File: src/rtl/ca_par_pkg.sv
package ca_par_pkg;
  typedef struct packed {
    logic act_n;
    logic ras_n;
    logic cas_n;
    logic we_n;
  } ca_ctl_t;

  localparam int CTL_W    = 4;
  localparam int CW_SEL_W = 4;
  localparam int CW_DAT_W = 4;

  // control-word write: act high, ras/cas/we low
  localparam ca_ctl_t CW_CMD   = '{act_n: 1'b1, ras_n: 1'b0, cas_n: 1'b0, we_n: 1'b0};
  localparam ca_ctl_t CTL_IDLE = '{act_n: 1'b1, ras_n: 1'b1, cas_n: 1'b1, we_n: 1'b1};
endpackage

File: src/rtl/ca_par_check.sv
module ca_par_check #(
  parameter int W = 22
) (
  input  logic [W-1:0] vec_i,
  input  logic         par_i,
  output logic         err_o
);
  // fold the vector as a chain so each stage is a 2-input XOR
  logic [W:0] acc;
  assign acc[0] = par_i;
  for (genvar i = 0; i < W; i++) begin : g_fold
    assign acc[i+1] = acc[i] ^ vec_i[i];
  end
  assign err_o = acc[W];
endmodule

File: src/rtl/ca_cw_ctrl.sv
module ca_cw_ctrl
  import ca_par_pkg::*;
#(
  parameter int                    BG_W   = 2,
  parameter int                    BA_W   = 2,
  parameter logic [CW_SEL_W-1:0]   CW_IDX = 4'hE,
  parameter int                    EN_BIT = 0
) (
  input  logic                             clk_i,
  input  logic                             rst_ni,
  input  logic                             sample_i,
  input  ca_ctl_t                          ctl_i,
  input  logic [BG_W-1:0]                  bg_i,
  input  logic [BA_W-1:0]                  ba_i,
  input  logic [CW_SEL_W+CW_DAT_W-1:0]     cw_addr_i,
  input  logic                             par_err_i,
  output logic                             is_cw_o,
  output logic                             chk_en_o
);
  logic apply;
  logic [CW_SEL_W-1:0] sel;
  logic [CW_DAT_W-1:0] dat;

  assign sel     = cw_addr_i[CW_SEL_W+CW_DAT_W-1:CW_DAT_W];
  assign dat     = cw_addr_i[CW_DAT_W-1:0];
  assign is_cw_o = sample_i && (ctl_i == CW_CMD) && (&bg_i) && (&ba_i);
  assign apply   = is_cw_o && !(chk_en_o && par_err_i);

  always_ff @(posedge clk_i or negedge rst_ni) begin
    if (!rst_ni)                      chk_en_o <= 1'b0;
    else if (apply && sel == CW_IDX)  chk_en_o <= dat[EN_BIT];
  end
endmodule

File: src/rtl/ca_fwd_stage.sv
module ca_fwd_stage
  import ca_par_pkg::*;
#(
  parameter int ADDR_W = 14,
  parameter int BG_W   = 2,
  parameter int BA_W   = 2
) (
  input  logic              clk_i,
  input  logic              rst_ni,
  input  logic              fwd_i,
  input  ca_ctl_t           ctl_i,
  input  logic [BG_W-1:0]   bg_i,
  input  logic [BA_W-1:0]   ba_i,
  input  logic [ADDR_W-1:0] addr_i,
  output logic              cs_n_o,
  output ca_ctl_t           ctl_o,
  output logic [BG_W-1:0]   bg_o,
  output logic [BA_W-1:0]   ba_o,
  output logic [ADDR_W-1:0] addr_o
);
  always_ff @(posedge clk_i or negedge rst_ni) begin
    if (!rst_ni) begin
      cs_n_o <= 1'b1;
      ctl_o  <= CTL_IDLE;
      bg_o   <= '0;
      ba_o   <= '0;
      addr_o <= '0;
    end else if (fwd_i) begin
      cs_n_o <= 1'b0;
      ctl_o  <= ctl_i;
      bg_o   <= bg_i;
      ba_o   <= ba_i;
      addr_o <= addr_i;
    end else begin
      cs_n_o <= 1'b1;
      ctl_o  <= CTL_IDLE;
      bg_o   <= '0;
      ba_o   <= '0;
      addr_o <= '0;
    end
  end
endmodule

File: src/rtl/ca_alert_ctrl.sv
module ca_alert_ctrl (
  input  logic clk_i,
  input  logic rst_ni,
  input  logic err_i,
  input  logic recov_done_i,
  output logic alert_n_o
);
  // a fresh error outranks recovery-done
  always_ff @(posedge clk_i or negedge rst_ni) begin
    if (!rst_ni)           alert_n_o <= 1'b1;
    else if (err_i)        alert_n_o <= 1'b0;
    else if (recov_done_i) alert_n_o <= 1'b1;
  end
endmodule

File: src/rtl/ca_parity_fwd.sv
module ca_parity_fwd
  import ca_par_pkg::*;
#(
  parameter int                  ADDR_W = 14,
  parameter int                  BG_W   = 2,
  parameter int                  BA_W   = 2,
  parameter logic [CW_SEL_W-1:0] CW_IDX = 4'hE,
  parameter int                  EN_BIT = 0
) (
  input  logic              clk_i,
  input  logic              rst_ni,
  input  logic              cs_n_i,
  input  logic              act_n_i,
  input  logic              ras_n_i,
  input  logic              cas_n_i,
  input  logic              we_n_i,
  input  logic [BG_W-1:0]   bg_i,
  input  logic [BA_W-1:0]   ba_i,
  input  logic [ADDR_W-1:0] addr_i,
  input  logic              par_i,
  input  logic              recov_done_i,
  output logic              cs_n_o,
  output logic              act_n_o,
  output logic              ras_n_o,
  output logic              cas_n_o,
  output logic              we_n_o,
  output logic [BG_W-1:0]   bg_o,
  output logic [BA_W-1:0]   ba_o,
  output logic [ADDR_W-1:0] addr_o,
  output logic              alert_n_o
);
  localparam int COV_W = CTL_W + BG_W + BA_W + ADDR_W;
  localparam int CWA_W = CW_SEL_W + CW_DAT_W;

  ca_ctl_t            ctl_w;
  ca_ctl_t            ctl_q;
  logic [COV_W-1:0]   cov_w;
  logic               sample_w;
  logic               par_err_w;
  logic               is_cw_w;
  logic               chk_en_w;
  logic               err_w;
  logic               fwd_w;

  assign ctl_w    = '{act_n: act_n_i, ras_n: ras_n_i, cas_n: cas_n_i, we_n: we_n_i};
  assign cov_w    = {ctl_w, bg_i, ba_i, addr_i};
  assign sample_w = !cs_n_i;

  ca_par_check #(.W(COV_W)) u_check (
    .vec_i (cov_w),
    .par_i (par_i),
    .err_o (par_err_w)
  );

  ca_cw_ctrl #(
    .BG_W(BG_W), .BA_W(BA_W), .CW_IDX(CW_IDX), .EN_BIT(EN_BIT)
  ) u_cw (
    .clk_i     (clk_i),
    .rst_ni    (rst_ni),
    .sample_i  (sample_w),
    .ctl_i     (ctl_w),
    .bg_i      (bg_i),
    .ba_i      (ba_i),
    .cw_addr_i (addr_i[CWA_W-1:0]),
    .par_err_i (par_err_w),
    .is_cw_o   (is_cw_w),
    .chk_en_o  (chk_en_w)
  );

  assign err_w = sample_w && chk_en_w && par_err_w;
  assign fwd_w = sample_w && !is_cw_w && !err_w;

  ca_fwd_stage #(.ADDR_W(ADDR_W), .BG_W(BG_W), .BA_W(BA_W)) u_fwd (
    .clk_i  (clk_i),
    .rst_ni (rst_ni),
    .fwd_i  (fwd_w),
    .ctl_i  (ctl_w),
    .bg_i   (bg_i),
    .ba_i   (ba_i),
    .addr_i (addr_i),
    .cs_n_o (cs_n_o),
    .ctl_o  (ctl_q),
    .bg_o   (bg_o),
    .ba_o   (ba_o),
    .addr_o (addr_o)
  );

  assign act_n_o = ctl_q.act_n;
  assign ras_n_o = ctl_q.ras_n;
  assign cas_n_o = ctl_q.cas_n;
  assign we_n_o  = ctl_q.we_n;

  ca_alert_ctrl u_alert (
    .clk_i        (clk_i),
    .rst_ni       (rst_ni),
    .err_i        (err_w),
    .recov_done_i (recov_done_i),
    .alert_n_o    (alert_n_o)
  );
endmodule

File: config.mk
export PLATFORM = sky130hd
export DESIGN_NAME = ca_parity_fwd
export DESIGN_NICKNAME = d
export VERILOG_FILES = /design/src/rtl/ca_par_pkg.sv /design/src/rtl/ca_par_check.sv /design/src/rtl/ca_cw_ctrl.sv /design/src/rtl/ca_fwd_stage.sv /design/src/rtl/ca_alert_ctrl.sv /design/src/rtl/ca_parity_fwd.sv
export SDC_FILE = /design/constraint.sdc
export NUM_CORES = 1
export LEC_CHECK = 0
export ABC_CLOCK_PERIOD_IN_PS = 1700
export BUFFER_PORTS_ARGS = -buffer_cell sky130_fd_sc_hd__buf_2
export CAP_MARGIN = 10
export CORE_MARGIN = 1
export CORE_UTILIZATION = 42
export CTS_CLUSTER_DIAMETER = 50
export DETAILED_ROUTE_END_ITERATION = 7
export PLACE_DENSITY = 0.72
export SETUP_SLACK_MARGIN = 0.5
export SYNTH_ARGS = -nofsm -noshare
export SYNTH_HDL_FRONTEND = slang
export SYNTH_SLANG_ARGS = --single-unit
File: constraint.sdc
create_clock -name clk_i -period 1.7 [get_ports clk_i]
set_input_delay 0.425 -clock clk_i [delete_from_list [all_inputs] [get_ports clk_i]]
set_output_delay 0.425 -clock clk_i [all_outputs]
set_load 0.02 [all_outputs]
==> results.cfg, run 1 <==
[synthesis]
synth.avg_cell_area_um2 = 12.89
synthesis.area_mm2 = 0.001160
yosysSeqAreaShare = 0.5458
synth_seq_cells = 25
yosys_warnings = 0
syn_nets = 117
ys_types = 19
synthesis.instances = 90

[worst_setup_path]
reg2reg_depth = 2
cp_cell_sequence = buf_6 > xnor2_4 > xnor2_2 > xnor2_1 > xnor3_2 > buf_6 > o211a_1
cp-end-kind = register
path_max_fanout = 6
slowest_stage = xnor3_2
worstSetupPathType = input pin to register
start_kind = input pin
crit_arrival_ns = 1.94
slowest_delay_ns = 0.52
crit_required_ns = 1.90
cp_common_cell = buf_6

[sta]
layout_setup_ws_ns = -0.04095
grt_setup_unrepaired = true
skew_ns = 0.006148
fmax_ghz = 0.5744
slew_headroom = 0.4880
period_minus_slack_ns = 1.741
worst_pin_slew_ns = 0.7671
hold_slack_ns = 0.08332
fin_crit_sh = 1.024
slew_violations = 0
setup_violations = 22
timing_hold_violations_final = 0
final.setup.tns_ns = -0.4284

[cts]
cts_tree = built
clk_latency_ns = 0.31
htreeDepth = 1
root_buffer = clkbuf_4
path_clk_slew_ns = 0.14
numCtsBuffers = 3
clock_sinks = 25
cts_max_path_buffers = 2

[final_layout]
drive_gt1_frac = 0.6000
antenna_cells = 0
layout_common_cells = buf_6, buf_4, dfrtp_1, o211a_1, buf_2
final_common_cell = buf_6
areaGrowthSynthToFinish_pct = 65.48
nNetsFinal = 188

[drt]
drc_errors = 0
viasPerCell = 5.116
drt-pass1-iter-count = 4
wl_um = 2963
drt_iter0_markers = 18
wire_per_inst_um = 15.59
final_antenna_net_count = 0
num_vias = 972

[floorplan]
fp-row-count = 18
core_mm2 = 0.002545
die_w_um = 54.55
start_util = 0.4558
die_h_um = 54.55
dieArea_mm2 = 0.002976
num_io_pins = 51

[power_and_ir_drop]
powerDensity_mw_per_mm2 = 1482
vdd_drop_max_mv = 1.129
p_leak_uw = 0.001074

[status]
violations = negative setup slack
status = finished, violations left

[grt]
overflow = 0
grt_usage = 0.2227
grt_first_pass_wirelength_um = 4602
grt_max_degree = 26
first_global_vias = 1036
antenna_found_initial = 0

[job]
drv_cap = 0

[place]
io_buffers = 50
place_congestion = 0.7875
place_hpwl_um = 1939

[hold_path]
hp-class = input pin to async pin
[path summary, 6_finish.rpt]
path                          startpoint                end  slack, ns
max in group asynchronous         rst_ni  u_alert.alert_n_o       1.24
min                               rst_ni   u_fwd.addr_o[10]       0.08
min reg2reg                u_cw.chk_en_o      u_cw.chk_en_o       0.58
min in group clk_i          recov_done_i  u_alert.alert_n_o       0.35
max reg2reg                u_cw.chk_en_o      u_cw.chk_en_o       0.34
max                               we_n_i    u_fwd.addr_o[7]      -0.04
[cell usage after synthesis]
| library cell | count | area share |
|---|---|---|
| nand2_1 | 1 | 0.0032 |
| inv_1 | 1 | 0.0032 |
| nor4_1 | 1 | 0.0054 |
| nand4_1 | 1 | 0.0054 |
| o211a_1 | 18 | 0.16 |
| dfstp_2 | 6 | 0.14 |
| xnor2_1 | 18 | 0.14 |
| nand3_1 | 1 | 0.0043 |
| dfrtp_1 | 19 | 0.41 |
| buf_6 | 2 | 0.019 |
| xor2_1 | 2 | 0.015 |
| nor2_1 | 2 | 0.0065 |
| o32a_2 | 1 | 0.0097 |
| o21ai_0 | 6 | 0.026 |
| clkbuf_1 | 4 | 0.013 |
| mux2i_1 | 1 | 0.0086 |
| xnor3_2 | 1 | 0.020 |
| nand2b_1 | 1 | 0.0054 |
| nor3_1 | 4 | 0.017 |
[routing by layer]
metal / share of wire / vias to the layer above / global-route usage
li1: - / 460 / -
met1: 0.40 / 481 / 0.2588
met2: 0.55 / 29 / 0.4106
met3: 0.040 / 2 / 0.03333
met4: 0.0084 / 0 / 0.07692
met5: 0 / - / 0
[report_power, final]
| group | internal [µW] | leakage (µW) | switching [µW] |
|---|---|---|---|
| logic | 898 | 0.000745 | 762 |
| clock network | 91.4 | 0.0000150 | 169 |
| registers | 822 | 0.000314 | 102 |
[stage by stage]
step / cells / setup slack, ns / area [µm²] / total power (µW) / util
floorplan: 90 / -0.1190 / 1167 / 1695 / -
global route: 190 / -0.04731 / 1919 / 2976 / 0.7542
CTS: 190 / 0.02053 / 1854 / 2811 / 0.7286
global placement: 184 / -0.3387 / 1568 / 2034 / 0.6160
finish: 190 / -0.04095 / 1919 / 2844 / 0.7542
detailed placement: 184 / -0.3851 / 1568 / 2061 / 0.6160
[area by class of cell]
type                    instances  area [µm²]
fillers                       177       625.6
repair buffers                 72       630.6
flip-flops and latches         25       633.1
well taps                      30       37.54
clock buffers                   4       26.28
multi-input cells              58       588.1
inverters                       1       3.754
[state kept, by name (all words and copies together) (netlist names)]
signal and cells:
u_fwd.bg_o 2, u_alert.alert_n_o 1, u_fwd.addr_o 14, u_fwd.ba_o 2
u_fwd.cs_n_o 1, u_cw.chk_en_o 1, u_fwd.ctl_o 4
[logic make-up after synthesis]
family                 synth area share
buffers and inverters           0.03559
AO/OA/AOI/OAI                    0.1909
XOR/XNOR                         0.1715
AND/OR/NAND/NOR                 0.04747
flip-flops                       0.5458
multiplexers                   0.008630
[worst max-delay path: cells and delay by family]
family | cells | cell delay, ns
compound gates | 1 | 0.21
xor+xnor | 4 | 1.02
buf+inv | 2 | 0.27
[timing repair]
action	4_1_cts	5_1_grt
buffers inserted	1	0
pin swaps	8	7
cloned	1	0
hold buffers	0	0
resized for setup	72	10
endpoints found under the setup margin	49	49
(Power assumes the default switching activity.)
==> run 2, diff against run 1 <==
--- a/config.mk
+++ b/config.mk
@@ -7,13 +7,14 @@
 export LEC_CHECK = 0
 export ABC_CLOCK_PERIOD_IN_PS = 1700
 export BUFFER_PORTS_ARGS = -buffer_cell sky130_fd_sc_hd__buf_2
-export CAP_MARGIN = 10
+export CAP_MARGIN = 25
 export CORE_MARGIN = 1
 export CORE_UTILIZATION = 42
 export CTS_CLUSTER_DIAMETER = 50
 export DETAILED_ROUTE_END_ITERATION = 7
-export PLACE_DENSITY = 0.72
+export PLACE_DENSITY = 0.73
 export SETUP_SLACK_MARGIN = 0.5
 export SYNTH_ARGS = -nofsm -noshare
 export SYNTH_HDL_FRONTEND = slang
+export SYNTH_HIERARCHICAL = 1
 export SYNTH_SLANG_ARGS = --single-unit
==> constraint.sdc (replaced) <==
create_clock -name clk_i -period 1.7 [get_ports clk_i]
set_input_delay 0.17 -clock clk_i [delete_from_list [all_inputs] [get_ports clk_i]]
set_output_delay 0.17 -clock clk_i [all_outputs]
set_load 0.02 [all_outputs]
==> run 2 against run 1 <==
  * The run still ends with negative setup slack left
  * Synthesized cell count down 8.9%
  * Sequential share of layout area grew 1.7 points
  * Count of clock-buffer cells in the layout down 1
  * Sequential power is 31% lower
  * Clock power increased by 3%
  * Die area down 6.6%
  * Fmax shrank 3.1%
  * Register-to-register slack better by 0.05 ns
  * Via count down 12%
  * First-iteration DRC count shrank 67%
  * Largest cell class unchanged
  * Largest power group is now registers
  * Highest routed layer unchanged
==> results.cfg, run 2 <==
[cts]
htreeDepth = 1
cts_tree = built
cts_max_path_buffers = 2
clk_latency_ns = 0.31
numCtsBuffers = 3
clock_sinks = 25
path_clk_slew_ns = 0.14
root_buffer = clkbuf_4

[sta]
setup_violations = 18
period_minus_slack_ns = 1.796
layout_setup_ws_ns = -0.09648
fmax_ghz = 0.5566
final.setup.tns_ns = -1.231
slew_headroom = 0.6432
timing_hold_violations_final = 0
worst_pin_slew_ns = 0.5352
slew_violations = 0
skew_ns = 0.003148
grt_setup_unrepaired = true
fin_crit_sh = 1.057

[place]
io_buffers = 50
place_hpwl_um = 1591
dpl_cell_area_mm2 = 0.001515
place_congestion = 0.7129

[final_layout]
register_area_um2 = 633.1
nNetsFinal = 181
largest_reg_flops = 14
layout_common_cells = buf_2, buf_4, dfrtp_1, buf_6, and2_4
post-route-util = 0.7436
areaGrowthSynthToFinish_pct = 69.06
final_common_cell = buf_2
final_area_mm2 = 0.001826
multi_input_area_um2 = 613.1
top_regs = u_fwd/addr_o (14), u_fwd/ctl_o (4)
drive_gt1_frac = 0.6993
regMostFlops = u_fwd/addr_o
antenna_cells = 0
fillers = 162

[synthesis]
yosys_warnings = 6
yosysMostFrequentCell = dfrtp_1
synth_edf_count = 0
synth.avg_cell_area_um2 = 13.17
synth_area_leader_cell = dfrtp_1
yosysSeqAreaShare = 0.5863
synthesis.instances = 82
netlist_top_cells_count = dfrtp_1, and2_1, xnor2_1, dfstp_2, nand2b_1
synthTopCellsByArea = dfrtp_1, dfstp_2, xnor2_1
async_flop_share = 1.000
synth_ff_type = dfrtp_1
ys_types = 19
synthesis.area_mm2 = 0.001080
syn_nets = 109
synth_seq_cells = 25
synth_top_cell_area_share = 0.4403

[floorplan]
die_w_um = 52.71
dieArea_mm2 = 0.002778
num_io_pins = 51
core_mm2 = 0.002455
fp-row-count = 18
die_h_um = 52.71
start_util = 0.4399

[power_and_ir_drop]
internal_power_uw = 970.4
p_leak_uw = 0.0009109
share_comb_of_total_power = 0.346
clockPowerShare = 0.195
seqPwrFrac = 0.459
vdd_drop_max_mv = 0.5704
power.total_uw = 1382
p_sw_frac = 0.2978
powerDensity_mw_per_mm2 = 757.0
switchingPower_uw = 411.5

[status]
violations = negative setup slack
status = finished, violations left

[drt]
num_vias = 856
viasPerCell = 4.678
wl_um = 2485
drt-pass1-iter-count = 4
drc_errors = 0
wire_per_inst_um = 13.58
drt_iter0_markers = 6
final_antenna_net_count = 0

[hold_path]
hold_end = u_fwd/addr_o[8]
hp-class = input pin to register
hp-start = addr_i[8]
min_path_cells = 2

[grt]
grt_max_degree = 26
grt_usage = 0.1862
overflow = 0
antenna_found_initial = 0
first_global_vias = 829
grt_first_pass_wirelength_um = 3594

[worst_setup_path]
start_kind = input pin
r2r_slack_ns = 0.39
crit_required_ns = 1.91
crit_arrival_ns = 2.01
rr_startpoint = u_cw/chk_en_o
path_max_fanout = 3
cp-end-kind = register
worst_r2r_endpoint = u_cw/chk_en_o
worstSetupPathType = input pin to register
reg2reg_depth = 2

[job]
drv_cap = 0
[run 2: cell count changes in the layout (fill, tap and decap cells not counted), sizes merged, moves of 3 or more]
cell | previous run | this run
buf | 72 | 68
nor3 | 4 | 0
nand2b | 1 | 4
and2 | 0 | 18
o211a | 18 | 0
o21ai | 6 | 0
[run 2: what timing repair did]
action | 4_1_cts | 5_1_grt
setup buffers | 3 | 0
resized for setup | 31 | 25
pin swaps | 6 | 9
cloned | 1 | 0
setup endpoints to repair | 26 | 31
hold endpoints to repair | 19 | 0
hold buffers | 1 | 0
[run 2: power by group through the flow]
stage	clock, µW	sequential [µW]	combinational [µW]
2_1_floorplan	0	684	188
3_3_place_gp	0	643	349
3_5_place_dp	0	644	358
4_1_cts	283	634	431
5_1_grt	304	637	503
6_report	270	634	478
[run 2: final cells by class]
class / count / share of cell area
well taps: 30 / 0.02056
inverters: 2 / 0.004112
flip-flops and latches: 25 / 0.3468
multi-input cells: 53 / 0.3358
clock inverters: 1 / 0.004112
clock buffers: 3 / 0.01234
repair buffers: 69 / 0.2762
[run 2: cells by family (layout without fill, tap and decap cells)]
family | after synthesis | after routing | synth area share
AO/OA/AOI/OAI | 3 | 3 | 0.03476
multiplexers | 1 | 1 | 0.01043
flip-flops | 25 | 25 | 0.5863
buffers and inverters | 4 | 75 | 0.01623
AND/OR/NAND/NOR | 28 | 28 | 0.1692
XOR/XNOR | 21 | 21 | 0.1831
[run 2: through the flow]
stage,hold WS [ns],std cells,setup slack (ns)
after floorplan,-0.1256,82,-0.1375
after global placement,0.1730,174,-0.3677
after detailed placement,0.1835,174,-0.4191
after CTS,0.04497,183,-0.008378
after global routing,0.03733,183,-0.1417
final,0.06167,183,-0.09648
[run 2: how the worst max path moves through the flow]
stage	startpoint	to	slack [ns]
6_report	addr_i[13]	u_cw/chk_en_o	-0.1
3_5_place_dp	bg_i[1]	u_fwd/addr_o[9]	-0.42
3_3_place_gp	bg_i[1]	u_fwd/addr_o[4]	-0.37
2_1_floorplan	addr_i[0]	u_cw/chk_en_o	-0.14
4_1_cts	addr_i[8]	u_cw/chk_en_o	-0.008
5_1_grt	addr_i[13]	u_fwd/addr_o[5]	-0.14
[run 2: routing by layer]
metal	global-route usage	up-vias	share of wire
met5	0	-	0
met4	0.08333	0	0.012
met3	0.04348	4	0.054
met2	0.3397	35	0.56
met1	0.2008	417	0.38
li1	-	400	-
[run 2: critical path: stages]
cell	delay [ns]
buf_6	0.10
xor2_2	0.18
xnor2_1	0.23
xnor2_1	0.20
xnor3_2	0.46
a2111oi_4	0.33
mux2_4	0.33
==> run 3, diff against run 2 <==
--- a/config.mk
+++ b/config.mk
@@ -8,11 +8,13 @@
 export ABC_CLOCK_PERIOD_IN_PS = 1700
 export BUFFER_PORTS_ARGS = -buffer_cell sky130_fd_sc_hd__buf_2
 export CAP_MARGIN = 25
+export CELL_PAD_IN_SITES_DETAIL_PLACEMENT = 1
+export CELL_PAD_IN_SITES_GLOBAL_PLACEMENT = 2
 export CORE_MARGIN = 1
-export CORE_UTILIZATION = 42
+export CORE_UTILIZATION = 30
 export CTS_CLUSTER_DIAMETER = 50
 export DETAILED_ROUTE_END_ITERATION = 7
-export PLACE_DENSITY = 0.73
+export PLACE_DENSITY_LB_ADDON = 0.1
 export SETUP_SLACK_MARGIN = 0.5
 export SYNTH_ARGS = -nofsm -noshare
 export SYNTH_HDL_FRONTEND = slang
==> run 3 against run 2 <==
  * The flow still finishes with violations (negative setup slack)
  * Global-route usage shrank 3.5 points
  * Worst hold slack got worse by 0.0065 ns
  * Non-clock buffer count increased by 2
  * First-iteration DRC count increased by 130%
  * Sequential share of layout area down 2.7 points
  * Critical endpoint is now u_fwd/addr_o[3]
  * Combinational power grew 22%
  * Final area is 8.4% higher
  * Register-to-register slack better by 0.07 ns
  * Via count is 0.35% higher
  * Worst setup slack improved by 0.058 ns
==> results.cfg, run 3 (synthesis results as in run 2) <==
[status]
status = finished, violations left
violations = negative setup slack

[sta]
worst_pin_slew_ns = 0.5602
grt_setup_unrepaired = true
period_minus_slack_ns = 1.738
slew_headroom = 0.6265
layout_setup_ws_ns = -0.03799
skew_ns = 0.004734
timing_hold_violations_final = 0
fmax_ghz = 0.5754
setup_violations = 20
fin_crit_sh = 1.022
slew_violations = 0

[drt]
wl_um = 2768
viasPerCell = 4.274
drc_errors = 0
drt-pass1-iter-count = 3
drt_iter0_markers = 14
wire_per_inst_um = 13.77
num_vias = 859
final_antenna_net_count = 0

[grt]
grt_first_pass_wirelength_um = 3988
first_global_vias = 851
antenna_found_initial = 0
overflow = 0
grt_max_degree = 26
grt_usage = 0.1508

[final_layout]
top_regs = u_fwd/addr_o (14), u_fwd/ctl_o (4)
layout_common_cells = buf_6, buf_2, buf_4, dfrtp_1
antenna_cells = 0
drive_gt1_frac = 0.7032
final_area_mm2 = 0.001979
register_area_um2 = 633.1
fin_cells = 201
multi_input_area_um2 = 666.9
final_common_cell = buf_6
nNetsFinal = 183
fillers = 350
areaGrowthSynthToFinish_pct = 83.31
largest_reg_flops = 14
regMostFlops = u_fwd/addr_o

[cts]
cts_max_path_buffers = 2
clock_sinks = 25
path_clk_slew_ns = 0.14
root_buffer = clkbuf_4
numCtsBuffers = 3
cts_tree = built
clk_latency_ns = 0.33
htreeDepth = 1

[floorplan]
dieArea_mm2 = 0.003843
start_util = 0.3186
core_mm2 = 0.003390
die_h_um = 62.00
fp-row-count = 21
num_io_pins = 51
die_w_um = 62.00

[worst_setup_path]
path_max_fanout = 6
crit_arrival_ns = 2.02
crit_required_ns = 1.98
worstSetupPathType = input pin to register
start_kind = input pin
cp-end-kind = register

[place]
io_buffers = 50
place_hpwl_um = 1818
dp.cells = 192
place_congestion = 0.7974
dpl_cell_area_mm2 = 0.001550

[hold_path]
hp-class = input pin to register

[power_and_ir_drop]
p_leak_uw = 0.0009624
powerDensity_mw_per_mm2 = 753.9
vdd_drop_max_mv = 0.3133

[job]
drv_cap = 0
==> run 3: cell count changes in the layout (fill, tap and decap cells not counted), sizes merged <==
| cell | before | now |
|---|---|---|
| buf | 68 | 70 |
| clkinv | 0 | 1 |
| clkinvlp | 1 | 0 |
==> run 3: stage by stage <==
stage                     utilization  power [µW]  setup TNS, ns  hold WS (ns)  setup WS [ns]
final                          0.5840        1492        -0.3607       0.05513       -0.03799
after global routing           0.5840        1563         -1.610       0.04552       -0.09624
after CTS                      0.5234        1365              0       0.04787        0.01198
after floorplan                     -       872.0        -0.7407       -0.1256        -0.1375
after detailed placement       0.4574        1013         -8.643        0.1993        -0.4095
after global placement         0.4574        1002         -7.704        0.1834        -0.3746
==> run 3: final timing paths <==
path	from	endpoint	slack [ns]	cells after the start
min in group asynchronous	rst_ni	u_fwd/addr_o[12]	0.35	2
max in group asynchronous	rst_ni	u_alert/alert_n_o	0.97	2
max	addr_i[3]	u_fwd/addr_o[3]	-0.04	10
min reg2reg	u_alert/alert_n_o	u_alert/alert_n_o	0.57	1
max reg2reg	u_cw/chk_en_o	u_cw/chk_en_o	0.46	2
min	addr_i[11]	u_fwd/addr_o[11]	0.06	2
==> run 3: layer usage <==
layer / wire, µm / vias to the layer above / global-route usage
met2: 1513 / 31 / 0.2553
met5: 0 / - / 0
met1: 1055 / 420 / 0.1745
met3: 138 / 5 / 0.03727
met4: 59 / 0 / 0.08254
li1: - / 403 / -
==> run 3: critical path, stage by stage <==
cell and delay, ns:
buf_4 0.13, xnor2_4 0.13, xnor2_2 0.16, xnor2_2 0.22
xnor3_2 0.41, buf_6 0.15, a211oi_4 0.23, buf_6 0.16
buf_6 0.12, and2_4 0.13
==> run 3: power by group <==
part	switching [µW]	internal, µW
clock	186	88.4
combinational	249	333
sequential	7.91	627
total	443	1050
==> run 3: layout make-up <==
class,count,share of cell area
clock buffers,3,0.01138
clock inverters,1,0.002528
inverters,2,0.003793
multi-input cells,53,0.3369
flip-flops and latches,25,0.3198
well taps,46,0.02908
repair buffers,71,0.2965
==> run 3: repair_timing <==
| item | CTS | global route |
|---|---|---|
| gates cloned | 2 | 0 |
| hold buffers | 1 | 0 |
| pin swaps | 15 | 11 |
| endpoints found under the hold margin | 19 | 0 |
| resized for setup | 38 | 43 |
| endpoints found under the setup margin | 28 | 31 |
| setup buffers | 1 | 1 |
